`config.mk`:
```
export PLATFORM = sky130hd
export DESIGN_NAME = urx_receiver
export DESIGN_NICKNAME = d
export VERILOG_FILES = /design/src/rtl/urx_pkg.sv /design/src/rtl/urx_sync.sv /design/src/rtl/urx_deframer.sv /design/src/rtl/urx_fifo.sv /design/src/rtl/urx_receiver.sv
export SDC_FILE = /design/constraint.sdc
export NUM_CORES = 1
export LEC_CHECK = 0
export BUFFER_PORTS_ARGS = -buffer_cell sky130_fd_sc_hd__buf_2
export CAP_MARGIN = 20
export CELL_PAD_IN_SITES_DETAIL_PLACEMENT = 1
export CELL_PAD_IN_SITES_GLOBAL_PLACEMENT = 2
export CORE_ASPECT_RATIO = 0.8
export CORE_MARGIN = 2
export CORE_UTILIZATION = 25
export CTS_BUF_LIST = sky130_fd_sc_hd__clkbuf_8
export CTS_CLUSTER_DIAMETER = 40
export DETAILED_ROUTE_END_ITERATION = 12
export PLACE_DENSITY = 0.5
export SLEW_MARGIN = 5
export SYNTH_ARGS = -nofsm -noshare
export SYNTH_HDL_FRONTEND = slang
export SYNTH_SLANG_ARGS = --single-unit
```
`constraint.sdc`:
```
create_clock -name clk -period 5.8 [get_ports clk]
set_input_delay 1.16 -clock clk [delete_from_list [all_inputs] [get_ports clk]]
set_output_delay 1.16 -clock clk [all_outputs]
set_load 0.02 [all_outputs]
```
`src/rtl/urx_pkg.sv`:
```
package urx_pkg;
  parameter int URX_DW = 8;

  typedef enum logic [2:0] {
    ST_IDLE,
    ST_START,
    ST_DATA,
    ST_PAR,
    ST_STOP
  } urx_state_e;

  typedef struct packed {
    logic [URX_DW-1:0] data;
    logic              perr;
    logic              ferr;
  } urx_char_t;
endpackage

```
`src/rtl/urx_sync.sv`:
```
module urx_sync #(
  parameter int   STAGES = 2,
  parameter logic RST_VAL = 1'b1
) (
  input  logic clk,
  input  logic rst_n,
  input  logic d,
  output logic q
);
  logic [STAGES-1:0] chain;

  generate
    for (genvar i = 0; i < STAGES; i++) begin : g_stage
      always_ff @(posedge clk or negedge rst_n) begin
        if (!rst_n) chain[i] <= RST_VAL;
        else if (i == 0) chain[i] <= d;
        else chain[i] <= chain[(i > 0) ? i-1 : 0];
      end
    end
  endgenerate

  assign q = chain[STAGES-1];
endmodule

```
`src/rtl/urx_deframer.sv`:
```
module urx_deframer
  import urx_pkg::*;
#(
  parameter int OS_NORM = 16,
  parameter int OS_FAST = 8
) (
  input  logic      clk,
  input  logic      rst_n,
  input  logic      en,
  input  logic      tick,
  input  logic      rx_s,
  input  logic      dbl,
  input  logic [1:0] pmode,
  output logic      char_vld,
  output urx_char_t char_out
);
  localparam int CW = $clog2(OS_NORM + 1);
  localparam int IW = $clog2(URX_DW + 1);
  localparam logic [CW-1:0] MID_N  = CW'(OS_NORM / 2);
  localparam logic [CW-1:0] MID_F  = CW'(OS_FAST / 2);
  localparam logic [CW-1:0] LAST_N = CW'(OS_NORM);
  localparam logic [CW-1:0] LAST_F = CW'(OS_FAST);
  localparam logic [IW-1:0] LAST_BIT = IW'(URX_DW - 1);

  urx_state_e        state;
  logic [CW-1:0]     cnt;
  logic [1:0]        ones;
  logic              armed;
  logic              fast_l;
  logic [1:0]        pmode_l;
  logic [IW-1:0]     bit_idx;
  logic [URX_DW-1:0] shreg;
  logic              par_acc;

  logic [CW-1:0] mid, last, cnt_n;
  logic          in_win, decide, at_last, vote;
  logic [1:0]    ones_n;

  always_comb begin
    mid     = fast_l ? MID_F : MID_N;
    last    = fast_l ? LAST_F : LAST_N;
    cnt_n   = cnt + 1'b1;
    in_win  = (cnt_n >= mid) && (cnt_n <= mid + 2'd2);
    ones_n  = ones + ((in_win && rx_s) ? 2'd1 : 2'd0);
    decide  = (cnt_n == mid + 2'd2);
    at_last = (cnt_n == last);
    vote    = ones_n[1];
  end

  always_ff @(posedge clk or negedge rst_n) begin
    if (!rst_n) begin
      state    <= ST_IDLE;
      cnt      <= '0;
      ones     <= '0;
      armed    <= 1'b0;
      fast_l   <= 1'b0;
      pmode_l  <= '0;
      bit_idx  <= '0;
      shreg    <= '0;
      par_acc  <= 1'b0;
      char_vld <= 1'b0;
      char_out <= '0;
    end else if (!en) begin
      state    <= ST_IDLE;
      cnt      <= '0;
      ones     <= '0;
      armed    <= 1'b0;
      char_vld <= 1'b0;
    end else begin
      char_vld <= 1'b0;
      if (tick) begin
        if (state == ST_IDLE) begin
          if (rx_s) begin
            armed <= 1'b1;
          end else if (armed) begin
            state   <= ST_START;
            cnt     <= CW'(1);
            ones    <= '0;
            armed   <= 1'b0;
            fast_l  <= dbl;
            pmode_l <= pmode;
            bit_idx <= '0;
            par_acc <= 1'b0;
          end
        end else begin
          cnt  <= at_last ? '0 : cnt_n;
          ones <= at_last ? 2'd0 : ones_n;
          case (state)
            ST_START: begin
              if (decide && vote) begin
                state <= ST_IDLE;
                cnt   <= '0;
                ones  <= '0;
              end else if (at_last) begin
                state <= ST_DATA;
              end
            end
            ST_DATA: begin
              if (decide) begin
                shreg   <= {vote, shreg[URX_DW-1:1]};
                par_acc <= par_acc ^ vote;
              end
              if (at_last) begin
                bit_idx <= bit_idx + 1'b1;
                if (bit_idx == LAST_BIT) state <= pmode_l[1] ? ST_PAR : ST_STOP;
              end
            end
            ST_PAR: begin
              if (decide) par_acc <= par_acc ^ vote;
              if (at_last) state <= ST_STOP;
            end
            ST_STOP: begin
              if (decide) begin
                char_vld      <= 1'b1;
                char_out.data <= shreg;
                char_out.ferr <= ~vote;
                char_out.perr <= pmode_l[1] & (par_acc ^ pmode_l[0]);
                state         <= ST_IDLE;
                cnt           <= '0;
                ones          <= '0;
                armed         <= vote;
              end
            end
            default: state <= ST_IDLE;
          endcase
        end
      end
    end
  end

  p_abort_r11: assert property (@(posedge clk) disable iff (!rst_n)
    !en |=> (state == ST_IDLE) && !char_vld);

  p_idle_high_r5: assert property (@(posedge clk) disable iff (!rst_n)
    (state == ST_IDLE) && tick && rx_s |=> (state == ST_IDLE));

  p_single_push_r9: assert property (@(posedge clk) disable iff (!rst_n)
    char_vld |=> !char_vld);
endmodule

```
`src/rtl/urx_fifo.sv`:
```
module urx_fifo
  import urx_pkg::*;
#(
  parameter int DEPTH = 2
) (
  input  logic      clk,
  input  logic      rst_n,
  input  logic      flush,
  input  logic      push,
  input  urx_char_t push_data,
  input  logic      pop,
  output logic      out_valid,
  output urx_char_t out_data,
  output logic      ovr
);
  localparam int PW   = (DEPTH > 1) ? $clog2(DEPTH) : 1;
  localparam int CNTW = $clog2(DEPTH + 1);
  localparam logic [CNTW-1:0] FULL_CNT = CNTW'(DEPTH);
  localparam logic [PW-1:0]   LAST_PTR = PW'(DEPTH - 1);

  urx_char_t       mem [DEPTH];
  logic [PW-1:0]   wptr, rptr;
  logic [CNTW-1:0] count;
  logic            full, push_ok, pop_ok;

  assign full      = (count == FULL_CNT);
  assign out_valid = (count != '0);
  assign push_ok   = push && !full && !flush;
  assign pop_ok    = pop && out_valid && !flush;
  assign out_data  = mem[rptr];

  generate
    for (genvar i = 0; i < DEPTH; i++) begin : g_slot
      always_ff @(posedge clk or negedge rst_n) begin
        if (!rst_n) mem[i] <= '0;
        else if (push_ok && wptr == PW'(i)) mem[i] <= push_data;
      end
    end
  endgenerate

  always_ff @(posedge clk or negedge rst_n) begin
    if (!rst_n) begin
      wptr  <= '0;
      rptr  <= '0;
      count <= '0;
      ovr   <= 1'b0;
    end else if (flush) begin
      wptr  <= '0;
      rptr  <= '0;
      count <= '0;
      ovr   <= 1'b0;
    end else begin
      if (push_ok) wptr <= (wptr == LAST_PTR) ? '0 : wptr + 1'b1;
      if (pop_ok)  rptr <= (rptr == LAST_PTR) ? '0 : rptr + 1'b1;
      case ({push_ok, pop_ok})
        2'b10:   count <= count + 1'b1;
        2'b01:   count <= count - 1'b1;
        default: count <= count;
      endcase
      if (push && full) ovr <= 1'b1;
      else if (pop_ok)  ovr <= 1'b0;
    end
  end

  p_no_overflow_r9: assert property (@(posedge clk) disable iff (!rst_n)
    count <= FULL_CNT);

  p_head_hold_r9: assert property (@(posedge clk) disable iff (!rst_n || flush)
    out_valid && !pop |=> out_valid && $stable(out_data));

  p_overrun_set_r10: assert property (@(posedge clk) disable iff (!rst_n || flush)
    push && full |=> ovr);

  p_flush_empty_r11: assert property (@(posedge clk) disable iff (!rst_n)
    flush |=> !out_valid && !ovr);
endmodule

```
`src/rtl/urx_receiver.sv`:
```
module urx_receiver
  import urx_pkg::*;
#(
  parameter int OS_NORM     = 16,
  parameter int OS_FAST     = 8,
  parameter int DEPTH       = 2,
  parameter int SYNC_STAGES = 2
) (
  input  logic              clk,
  input  logic              rst_n,
  input  logic              baud_tick,
  input  logic              rx,
  input  logic              rx_en,
  input  logic              dbl_speed,
  input  logic [1:0]        par_mode,
  output logic              rd_valid,
  input  logic              rd_ready,
  output logic [URX_DW-1:0] rd_data,
  output logic              rd_par_err,
  output logic              rd_frm_err,
  output logic              overrun
);
  logic      rx_s;
  logic      char_vld;
  urx_char_t char_w;
  urx_char_t head;

  urx_sync #(.STAGES(SYNC_STAGES), .RST_VAL(1'b1)) u_sync (
    .clk   (clk),
    .rst_n (rst_n),
    .d     (rx),
    .q     (rx_s)
  );

  urx_deframer #(.OS_NORM(OS_NORM), .OS_FAST(OS_FAST)) u_deframer (
    .clk      (clk),
    .rst_n    (rst_n),
    .en       (rx_en),
    .tick     (baud_tick),
    .rx_s     (rx_s),
    .dbl      (dbl_speed),
    .pmode    (par_mode),
    .char_vld (char_vld),
    .char_out (char_w)
  );

  urx_fifo #(.DEPTH(DEPTH)) u_fifo (
    .clk       (clk),
    .rst_n     (rst_n),
    .flush     (!rx_en),
    .push      (char_vld),
    .push_data (char_w),
    .pop       (rd_ready),
    .out_valid (rd_valid),
    .out_data  (head),
    .ovr       (overrun)
  );

  assign rd_data    = head.data;
  assign rd_par_err = head.perr;
  assign rd_frm_err = head.ferr;
endmodule

```
==> results of run 1 <==
## worst max path at each step
| stage | slack [ps] | cells past startpoint | end | from |
|---|---|---|---|---|
| floorplan | 2910 | 12 | u_deframer.state[0] | u_deframer.cnt[0] |
| global placement | 2560 | 12 | u_deframer.state[0] | u_deframer.cnt[0] |
| detailed placement | 2500 | 11 | u_deframer.cnt[2] | u_deframer.cnt[0] |
| CTS | 2460 | 11 | u_deframer.cnt[2] | u_deframer.cnt[0] |
| global route | 2100 | 13 | u_deframer.cnt[2] | u_deframer.cnt[0] |
| finish | 2460 | 13 | u_deframer.cnt[2] | u_deframer.cnt[0] |
## logic make-up after synthesis
logic type / count (synthesis)
AOI/OAI and AO/OA: 40
xor gates and xnor gates: 12
adders and majority gates: 6
buffers and inverters: 16
DFF: 65
muxes: 51
and+or+nand+nor: 74
## registers in the layout, summed over array words and instances (netlist names), 3 cells and up
name	cells
u_deframer.bit_idx	4
u_deframer.char_out	10
u_deframer.cnt	5
u_deframer.shreg	8
u_deframer.state	3
u_fifo.mem	20
## layer usage
metal | GRT usage [%] | vias to the layer above | part of all wire [%]
met2 | 16.03 | 34 | 41
met4 | 4.939 | 0 | 1.9
met5 | 0 | - | 0
met3 | 3.350 | 13 | 3.5
li1 | - | 1010 | -
met1 | 18.44 | 1087 | 53
## cell type report
class / count / area share [%]
Clock buffer: 9 / 3.346
Clock inverter: 7 / 3.211
Inverter: 7 / 0.7097
Multi-Input combinational cell: 183 / 40.05
Sequential cell: 65 / 44.00
Tap cell: 171 / 5.779
Timing Repair Buffer: 21 / 2.906
## power by group through the flow
| stage | clock network (uW) | registers (uW) | logic (uW) |
|---|---|---|---|
| 2_1_floorplan | 0 | 482 | 49.8 |
| 3_3_place_gp | 0 | 487 | 77.7 |
| 3_5_place_dp | 0 | 488 | 76.9 |
| 4_1_cts | 495 | 479 | 77.6 |
| 5_1_grt | 517 | 481 | 86.6 |
| 6_report | 477 | 478 | 76.2 |
## synthesized netlist by cell type, types with 3 or more instances
cell type	instances
nand3_1	5
nand2_1	19
clkbuf_1	4
xor2_1	5
ha_1	6
nor3_1	4
nor2_1	13
mux2i_1	3
dfrtp_1	63
a21oi_1	7
or4_1	5
nor3_2	3
buf_6	4
nand2b_1	4
mux2_1	6
a22o_1	3
mux2_2	42
inv_1	6
o21ai_0	8
xnor2_1	6
## stage by stage
stage                     hold slack [ps]  cell area (um2)  util (%)  total power, uW
final                               358.3             3702     30.00             1032
after global routing                362.1             3702     30.00             1084
after CTS                           360.2             3702     30.00             1051
after detailed placement            348.4             3460     28.03            564.7
after global placement              346.5             3460     28.03            565.0
after floorplan                     345.2             3203         -            532.1
## worst register-to-register path: stages, from the launching register on
cell and delay (ps):
dfrtp_1 440, ha_1 270, xnor2_1 260, ha_1 330, nand3_1 100, nand2_1 60, a21oi_1 170, a211oi_1 80
ha_1 230, xnor2_1 390, o21ai_0 130, and4_1 240, or4_1 410, a21oi_1 160
==> metrics.md, run 1 <==
| Metric | Value |
|---|---|
| Status | `finished, final reports clean` |
| Combinational Power Share | `7.4%` |
| Flop2flop setup slack | `2460 ps` |
| Leakage dissipation | `0.001731 uW` |
| Gr usage total | `12.17%` |
| RSZ-0062 raised after global routing | `false` |
| Worst Hold Launch | `u_sync.chain[0]` |
| Average routed wire per standard cell | `16.14 um` |
| Sequential fraction of the synthesis area | `50.86%` |
| Multiplexer area fraction after synthesis | `17.81%` |
| Post-route ant nets | `0` |
| PwrDens | `278.7 nW/um2` |
| # diodes | `0` |
| Most frequent cells in the layout | `dfrtp_1, mux2_2, buf_2, nand2_1, nor2_1` |
| Initial antenna violation count | `0` |
| TritonRoute pass-1 iters | `4` |
| Die Y | `105.2 um` |
| CP Max Fanout | `6` |
| CP bufs+invs | `0` |
| Full die area | `13740 um2` |
| Number of flops mapped to enable cells by yosys | `0` |
| Syn Inst Count | `264` |
| Cell-internal power | `779.5 uW` |
| DR vias | `2144` |
| Post-DP HPWL | `5122 um` |
| Pins Over Slew Limit | `0` |
| Clock network power share | `46.3%` |
| Asr flop ratio synth | `100.0%` |
| Worst setup SP type | `register` |
| Post-synthesis register bit count | `65` |
| Post-CTS setup buffer count | `0` |
| Synth area leaders | `dfrtp_1, mux2_2, ha_1` |
| Count of hold-fix buffers inserted at cts | `0` |
| Critical path data arrival time | `3610 ps` |
| Post-Route WL | `7475 um` |
| CP max stage delay | `440 ps` |
| Worst Hold Path EP | `u_sync.q` |
| Ys Warns | `0` |
| FF-to-FF End | `u_deframer.cnt[2]` |
| Overflow after GRT | `0` |
| Most common cell after layout, fill and taps aside | `dfrtp_1` |
| I/O Buffers | `20` |
| Clock latency on the worst-skew pair | `350 ps` |
| Mapped Area | `3203 um2` |
| Mapped Nets | `279` |
| Worst setup EP type | `register` |
| # fillers | `1398` |
| Clk slew on worst S/H paths | `80 ps` |
| Flop pwr share | `46.4%` |
| Required time worst endpoint | `6070 ps` |
| Drt via density | `4.631` |
| Final worst slack | `2460 ps` |
| Final nets | `302` |
| Final worst path period need | `3340 ps` |
| Post-synth top flop | `dfrtp_1` |
| Switching Share | `24.45%` |
| Residual DRC | `0` |
| Synth area leader | `dfrtp_1` |
| Delay-heaviest family, CP | `adder cells` |
| Worst hold path depth | `0` |
| # Max-Cap Violations | `0` |
| H-tree depth | `3` |
| Crit Path Class | `reg -> reg` |
| Worst IR Drop VDD | `0.0001029 V` |
| Starting density of the core | `25.95%` |
| Die Wd | `130.6 um` |
| CTS Root Cell | `clkbuf_8` |
| CTS tree | `built` |
| Worst Tran Pin Value | `862.5 ps` |
| Worst slack, placed | `2498 ps` |
| Hold WC Path Type | `reg -> reg` |
| Synth Area in Compound Gates | `8.867%` |
| CTS buffer count | `9` |
| Share of layout cells above drive strength 1 | `33.22%` |
| Syn-to-layout area delta | `15.59%` |
| XOR/XNOR Fraction of Synth Area | `3.750%` |
| Largest family of logic cells by synthesized area | `multiplexers` |
| Largest net degree at the start of global routing | `66` |
| Seq. cell area | `1629 um2` |
| Cell Rows | `36` |
| Multi-input gate area | `1483 um2` |
| Setup violations, final | `0` |
| Final Skew | `9.160 ps` |
| Cts repair resizes | `0` |
| Area share of and/or/nand/nor cells after synthesis | `13.52%` |
| Fin crit share | `57.58%` |
| Avg Inst Size Synth | `12.13 um2` |
| Placer Congestion | `0.7967` |
| P_sw | `252.3 uW` |
| Core region area | `12340 um2` |
| Max Root-Sink Buffers | `2` |
| Vias in the first global route | `2296` |
| CP max-delay cell | `dfrtp_1` |
| I/O pin count | `21` |
| Fmax | `299.4 MHz` |
| Clk sink count | `65` |
| Share of the synthesized area in the top cell type | `49.22%` |
| R2R depth | `13` |
| Synth Area in Adders | `2.344%` |
| First-pass GRT wire length | `12650 um` |
| Top cell by count, worst path | `ha_1` |
| Finished Layout Cells | `463` |
| DRT iter0 DRCs | `57` |
| Critical R2R Launch | `u_deframer.cnt[0]` |
| Placed cell count | `447` |
| Headroom to the max-slew limit | `42.50%` |
| CP Cell Sequence | `ha_1 -> xnor2_1 -> ha_1 -> nand3_1 -> nand2_1 -> a21oi_1 -> a211oi_1 -> ha_1 -> xnor2_1 -> o21ai_0 -> and4_1 -> or4_1 -> a21oi_1` |
| Hold Vio Cnt, Final | `0` |
| Number of distinct library cells after synthesis | `56` |
| Final TNS setup | `0 ps` |
No activity file was read; power rests on OpenSTA's default activity.
==> run 2: changes to the inputs <==
- PLACE_DENSITY: 0.5 -> 0.52
- clock period: 5.8 -> 2.9 ns (I/O delays scaled with it)
==> metrics.md, run 2 (synthesis results as in run 1) <==
| Metric | Value |
|---|---|
| Required time worst endpoint | `3180 ps` |
| Min Hold Slack | `259.2 ps` |
| Hold WC Path Type | `in -> async` |
| Critical path data arrival time | `3130 ps` |
| Combinational Power Share | `11.1%` |
| Max Root-Sink Buffers | `2` |
| Headroom to the max-slew limit | `56.98%` |
| Worst setup SP type | `register` |
| Residual DRC | `0` |
| Pins Over Slew Limit | `0` |
| Syn-to-layout area delta | `25.23%` |
| Count of hold-fix buffers inserted at cts | `0` |
| DR vias | `2185` |
| Status | `finished, final reports clean` |
| Largest Register | `u_fifo.mem` |
| Post-Route WL | `7636 um` |
| Fmax | `350.0 MHz` |
| Flop2flop setup slack | `40 ps` |
| I/O pin count | `21` |
| Flop pwr share | `48.5%` |
| # diodes | `0` |
| Largest register FFs | `20` |
| P_sw | `491.7 uW` |
| Overflow after GRT | `0` |
| Worst setup EP type | `register` |
| Post-route ant nets | `0` |
| Core region area | `12340 um2` |
| TritonRoute pass-1 iters | `4` |
| RSZ-0062 raised after global routing | `true` |
| Critical R2R Launch | `u_deframer.cnt[0]` |
| Clk slew on worst S/H paths | `70 ps` |
| Post-DP HPWL | `5437 um` |
| Leakage dissipation | `0.001852 uW` |
| Switching Share | `24.77%` |
| Average routed wire per standard cell | `15.74 um` |
| # Max-Cap Violations | `0` |
| Hold Vio Cnt, Final | `0` |
| First-pass GRT wire length | `12420 um` |
| Largest net degree at the start of global routing | `28` |
| Clk sink count | `65` |
| Vias in the first global route | `2280` |
| Gr usage total | `11.87%` |
| Share of layout cells above drive strength 1 | `44.90%` |
| Starting density of the core | `25.95%` |
| Most common cell after layout, fill and taps aside | `dfrtp_1` |
| Clock network power share | `40.4%` |
| Final nets | `326` |
| Setup violations, final | `0` |
| Final Power | `1985 uW` |
| Crit path launch | `u_deframer.cnt[0]` |
| Crit Path Class | `reg -> reg` |
| Final Skew | `5.529 ps` |
| CP Max Fanout | `3` |
| Worst Tran Pin Value | `645.4 ps` |
| H-tree depth | `3` |
| DRT iter0 DRCs | `74` |
| Cell-internal power | `1493 uW` |
| Die Wd | `130.6 um` |
| Full die area | `13740 um2` |
| CTS Root Cell | `clkbuf_8` |
| PwrDens | `494.9 nW/um2` |
| Final worst path period need | `2857 ps` |
| Cell Rows | `36` |
| Placer Congestion | `0.7268` |
| CTS buffer count | `9` |
| Largest regs | `u_fifo.mem x20, u_deframer.char_out x10, u_deframer.shreg x8` |
| Drt via density | `4.505` |
| CTS tree | `built` |
| Clock latency on the worst-skew pair | `340 ps` |
| I/O Buffers | `20` |
| Final TNS setup | `0 ps` |
| Fin crit share | `98.53%` |
| Initial antenna violation count | `0` |
| Die Y | `105.2 um` |
| Worst IR Drop VDD | `0.0002236 V` |
| Most frequent cells in the layout | `dfrtp_1, mux2_2, buf_4, buf_2, nand2_1` |
[run 2: cell count changes in the layout (fill, tap and decap cells not counted), moves of 3 or more]
cell,previous run,this run
clkbuf_8,9,12
ha_4,0,3
xnor2_1,6,3
buf_4,1,23
a21oi_2,0,4
a21oi_1,7,3
ha_1,6,2
[run 2: final timing paths]
check                      cells after the start                   to
min in group clk                               1      u_sync.chain[0]
min                                            1  u_deframer.shreg[4]
min reg2reg                                    0             u_sync.q
max in group asynchronous                      2       u_fifo.mem[15]
max reg2reg                                   13  u_deframer.state[0]
max                                           13  u_deframer.state[0]
[run 2: timing repair]
item	in CTS	in global routing
setup endpoints to repair	5	12
gates resized for setup	7	20
buffers inserted	1	5
pin swaps	7	10
[run 2: stage by stage]
stage	setup slack (ps)	cell area, um2	std cells	utilization, %
after floorplan	7.065	3203	264	-
after global placement	-39.73	3607	465	29.23
after detailed placement	-106.6	3607	465	29.23
after CTS	0.2101	3852	480	31.21
after global routing	-50.37	4011	485	32.50
final	42.61	4011	485	32.50
[run 2: metal layers]
metal | wire [um] | up-vias | track usage, % | share of wire (%)
li1 | - | 1053 | - | -
met1 | 4123 | 1099 | 17.93 | 54
met2 | 3165 | 26 | 16.00 | 41
met3 | 238 | 7 | 3.503 | 3.1
met4 | 109 | 0 | 3.875 | 1.4
met5 | 0 | - | 0 | 0
[run 2: worst max-delay path, cell delays in order, from the launching register on]
cell      delay, ps
dfrtp_1         430
ha_4            200
xnor2_4         130
ha_4            300
nand3_2          90
nand2_2          80
a21oi_2          60
a211oi_2        210
ha_2            290
xnor2_4         100
nor3_2          130
a211oi_2        110
or4_4           520
a21oi_2         130
[run 2: area by class of cell]
cell class                 instances  area, um2
clock buffer                      12      165.2
clock inverter                     2      37.54
fill                            1389       8330
inverter                           7      26.28
multi-input combinational        183       1635
sequential                        65       1629
tap                              171      214.0
timing repair buffer              45      304.0
[run 2: power by group through the flow]
stage	Sequential, uW	Combinational, uW	Clock, uW
finish	962	221	803
global route	965	243	875
CTS	956	182	839
detailed placement	974	178	0
global placement	973	177	0
floorplan	965	99.6	0
==> run 3: changes to the inputs <==
- CTS_BUF_LIST: sky130_fd_sc_hd__clkbuf_8 -> unset
- PLACE_DENSITY: 0.52 -> 0.5
- clock period: 2.9 -> 2.73 ns (I/O delays scaled with it)
==> metrics.md, run 3 (synthesis results as in run 1) <==
| Metric | Value |
|---|---|
| Setup violations, final | `4` |
| Most common cell after layout, fill and taps aside | `dfrtp_1` |
| Post-route ant nets | `0` |
| # fillers | `1363` |
| Critical R2R Launch | `u_deframer.cnt[2]` |
| Clk sink count | `65` |
| Residual DRC | `0` |
| Post-DP HPWL | `5448 um` |
| CTS buffer count | `9` |
| First-pass GRT wire length | `12590 um` |
| CTS tree | `built` |
| TritonRoute pass-1 iters | `4` |
| Max Root-Sink Buffers | `2` |
| Full die area | `13740 um2` |
| Core region area | `12340 um2` |
| Crit path launch | `u_deframer.cnt[2]` |
| Cell Rows | `36` |
| Final instance area | `4084 um2` |
| CTS Root Cell | `clkbuf_16` |
| Worst Tran Pin Value | `668.4 ps` |
| Worst setup SP type | `register` |
| CP Max Fanout | `3` |
| Final worst slack | `-88.16 ps` |
| PwrDens | `601.2 nW/um2` |
| Critical path data arrival time | `3070 ps` |
| Largest regs | `u_fifo.mem x20, u_deframer.char_out x10, u_deframer.shreg x8` |
| Finished Layout Cells | `483` |
| Placed cell count | `466` |
| Final worst path period need | `2818 ps` |
| Average routed wire per standard cell | `16.04 um` |
| Final Power | `2455 uW` |
| Largest Register | `u_fifo.mem` |
| Worst slack, placed | `-81.15 ps` |
| Headroom to the max-slew limit | `55.44%` |
| I/O Buffers | `20` |
| DR vias | `2184` |
| Die Y | `105.2 um` |
| Failing checks | `negative setup slack` |
| RSZ-0062 raised after global routing | `true` |
| Final Skew | `4.428 ps` |
| # diodes | `0` |
| Required time worst endpoint | `2980 ps` |
| Largest register FFs | `20` |
| Hold WC Path Type | `in -> async` |
| Clock latency on the worst-skew pair | `330 ps` |
| Drt via density | `4.522` |
| Post-Route WL | `7747 um` |
| Syn-to-layout area delta | `27.50%` |
| Fin crit share | `103.2%` |
| Placed Area | `3665 um2` |
| H-tree depth | `3` |
| Crit Path Class | `reg -> reg` |
| Final nets | `323` |
| Leakage dissipation | `0.001888 uW` |
| Starting density of the core | `25.95%` |
| Pins Over Slew Limit | `0` |
| # Max-Cap Violations | `0` |
| Min Hold Slack | `248.1 ps` |
| Initial antenna violation count | `0` |
| Worst IR Drop VDD | `0.0002950 V` |
| DRT iter0 DRCs | `76` |
| Share of layout cells above drive strength 1 | `43.27%` |
| Clk slew on worst S/H paths | `50 ps` |
| Most frequent cells in the layout | `dfrtp_1, mux2_2, buf_2, nand2_1, buf_4` |
| Overflow after GRT | `0` |
| Status | `complete, but fails checks` |
| I/O pin count | `21` |
| Die Wd | `130.6 um` |
| Hold Vio Cnt, Final | `0` |
| Placer Congestion | `0.6742` |
| Fmax | `354.8 MHz` |
| Gr usage total | `12.09%` |
| Largest net degree at the start of global routing | `41` |
| Vias in the first global route | `2289` |
| Worst setup EP type | `register` |
-- run 3: cell count changes in the layout (fill, tap and decap cells not counted), moves of 2 or more --
cell	delta
xor2_2	-2
clkbuf_16	+9
xor2_1	+2
clkbuf_1	+2
a21oi_2	-2
clkbuf_8	-11
buf_4	-4
a21oi_1	+2
-- run 3: path summary, 6_finish.rpt --
| path | end | slack (ps) | cells past startpoint |
|---|---|---|---|
| max reg2reg | u_deframer.state[0] | -90 | 11 |
| max in group asynchronous | u_fifo.mem[0] | 1820 | 2 |
| max | u_deframer.state[0] | -90 | 11 |
| min reg2reg | u_sync.q | 350 | 0 |
| min in group clk | u_sync.chain[0] | 310 | 1 |
| min | u_fifo.mem[17] | 250 | 1 |
-- run 3: routing by layer --
layer	track usage (%)	vias up	part of all wire (%)	wire, um
li1	-	1058	-	-
met4	4.103	0	1.4	110
met5	0	-	0	0
met3	3.096	8	2.1	162
met2	17.04	22	43	3307
met1	17.87	1096	54	4167
-- run 3: cell type report --
type / instances / area (um2) / share of cell area [%]
clock buffer: 12 / 246.5 / 6.036
clock inverter: 3 / 65.06 / 1.593
inverter: 7 / 26.28 / 0.6434
multi-input combinational: 183 / 1617 / 39.58
sequential: 65 / 1630 / 39.92
tap: 171 / 214.0 / 5.239
timing repair buffer: 42 / 285.3 / 6.985
-- run 3: where the power goes --
part / leakage [uW] / total, uW / internal [uW] / switching (uW)
sequential: 0.000889 / 1020 / 990 / 30.8
combinational: 0.000846 / 207 / 90.1 / 116
clock: 0.000153 / 1230 / 818 / 410
-- run 3: metrics by stage --
| stage | setup TNS [ps] | util (%) |
|---|---|---|
| after global placement | -50.01 | 29.69 |
| after CTS | -71.71 | 32.32 |
| after global routing | -804.2 | 33.09 |
| after detailed placement | -88.38 | 29.69 |
| after floorplan | -36.40 | - |
| final | -127.0 | 33.09 |
-- run 3: worst max-delay path, stage by stage (launching register included) --
cell	delay (ps)
dfrtp_1	490
nand3_4	120
xnor2_2	160
ha_1	340
nand3_2	100
a211oi_2	230
ha_2	260
xnor2_4	90
nor3_2	190
a211oi_2	110
or4_1	510
a21oi_1	130
-- run 3: repair_timing --
| item | in CTS | in global routing |
|---|---|---|
| pin swaps | 2 | 10 |
| hold endpoints to repair | 0 | 0 |
| hold buffers | 0 | 0 |
| setup endpoints to repair | 4 | 15 |
| setup buffers | 0 | 3 |
| gates resized for setup | 1 | 15 |
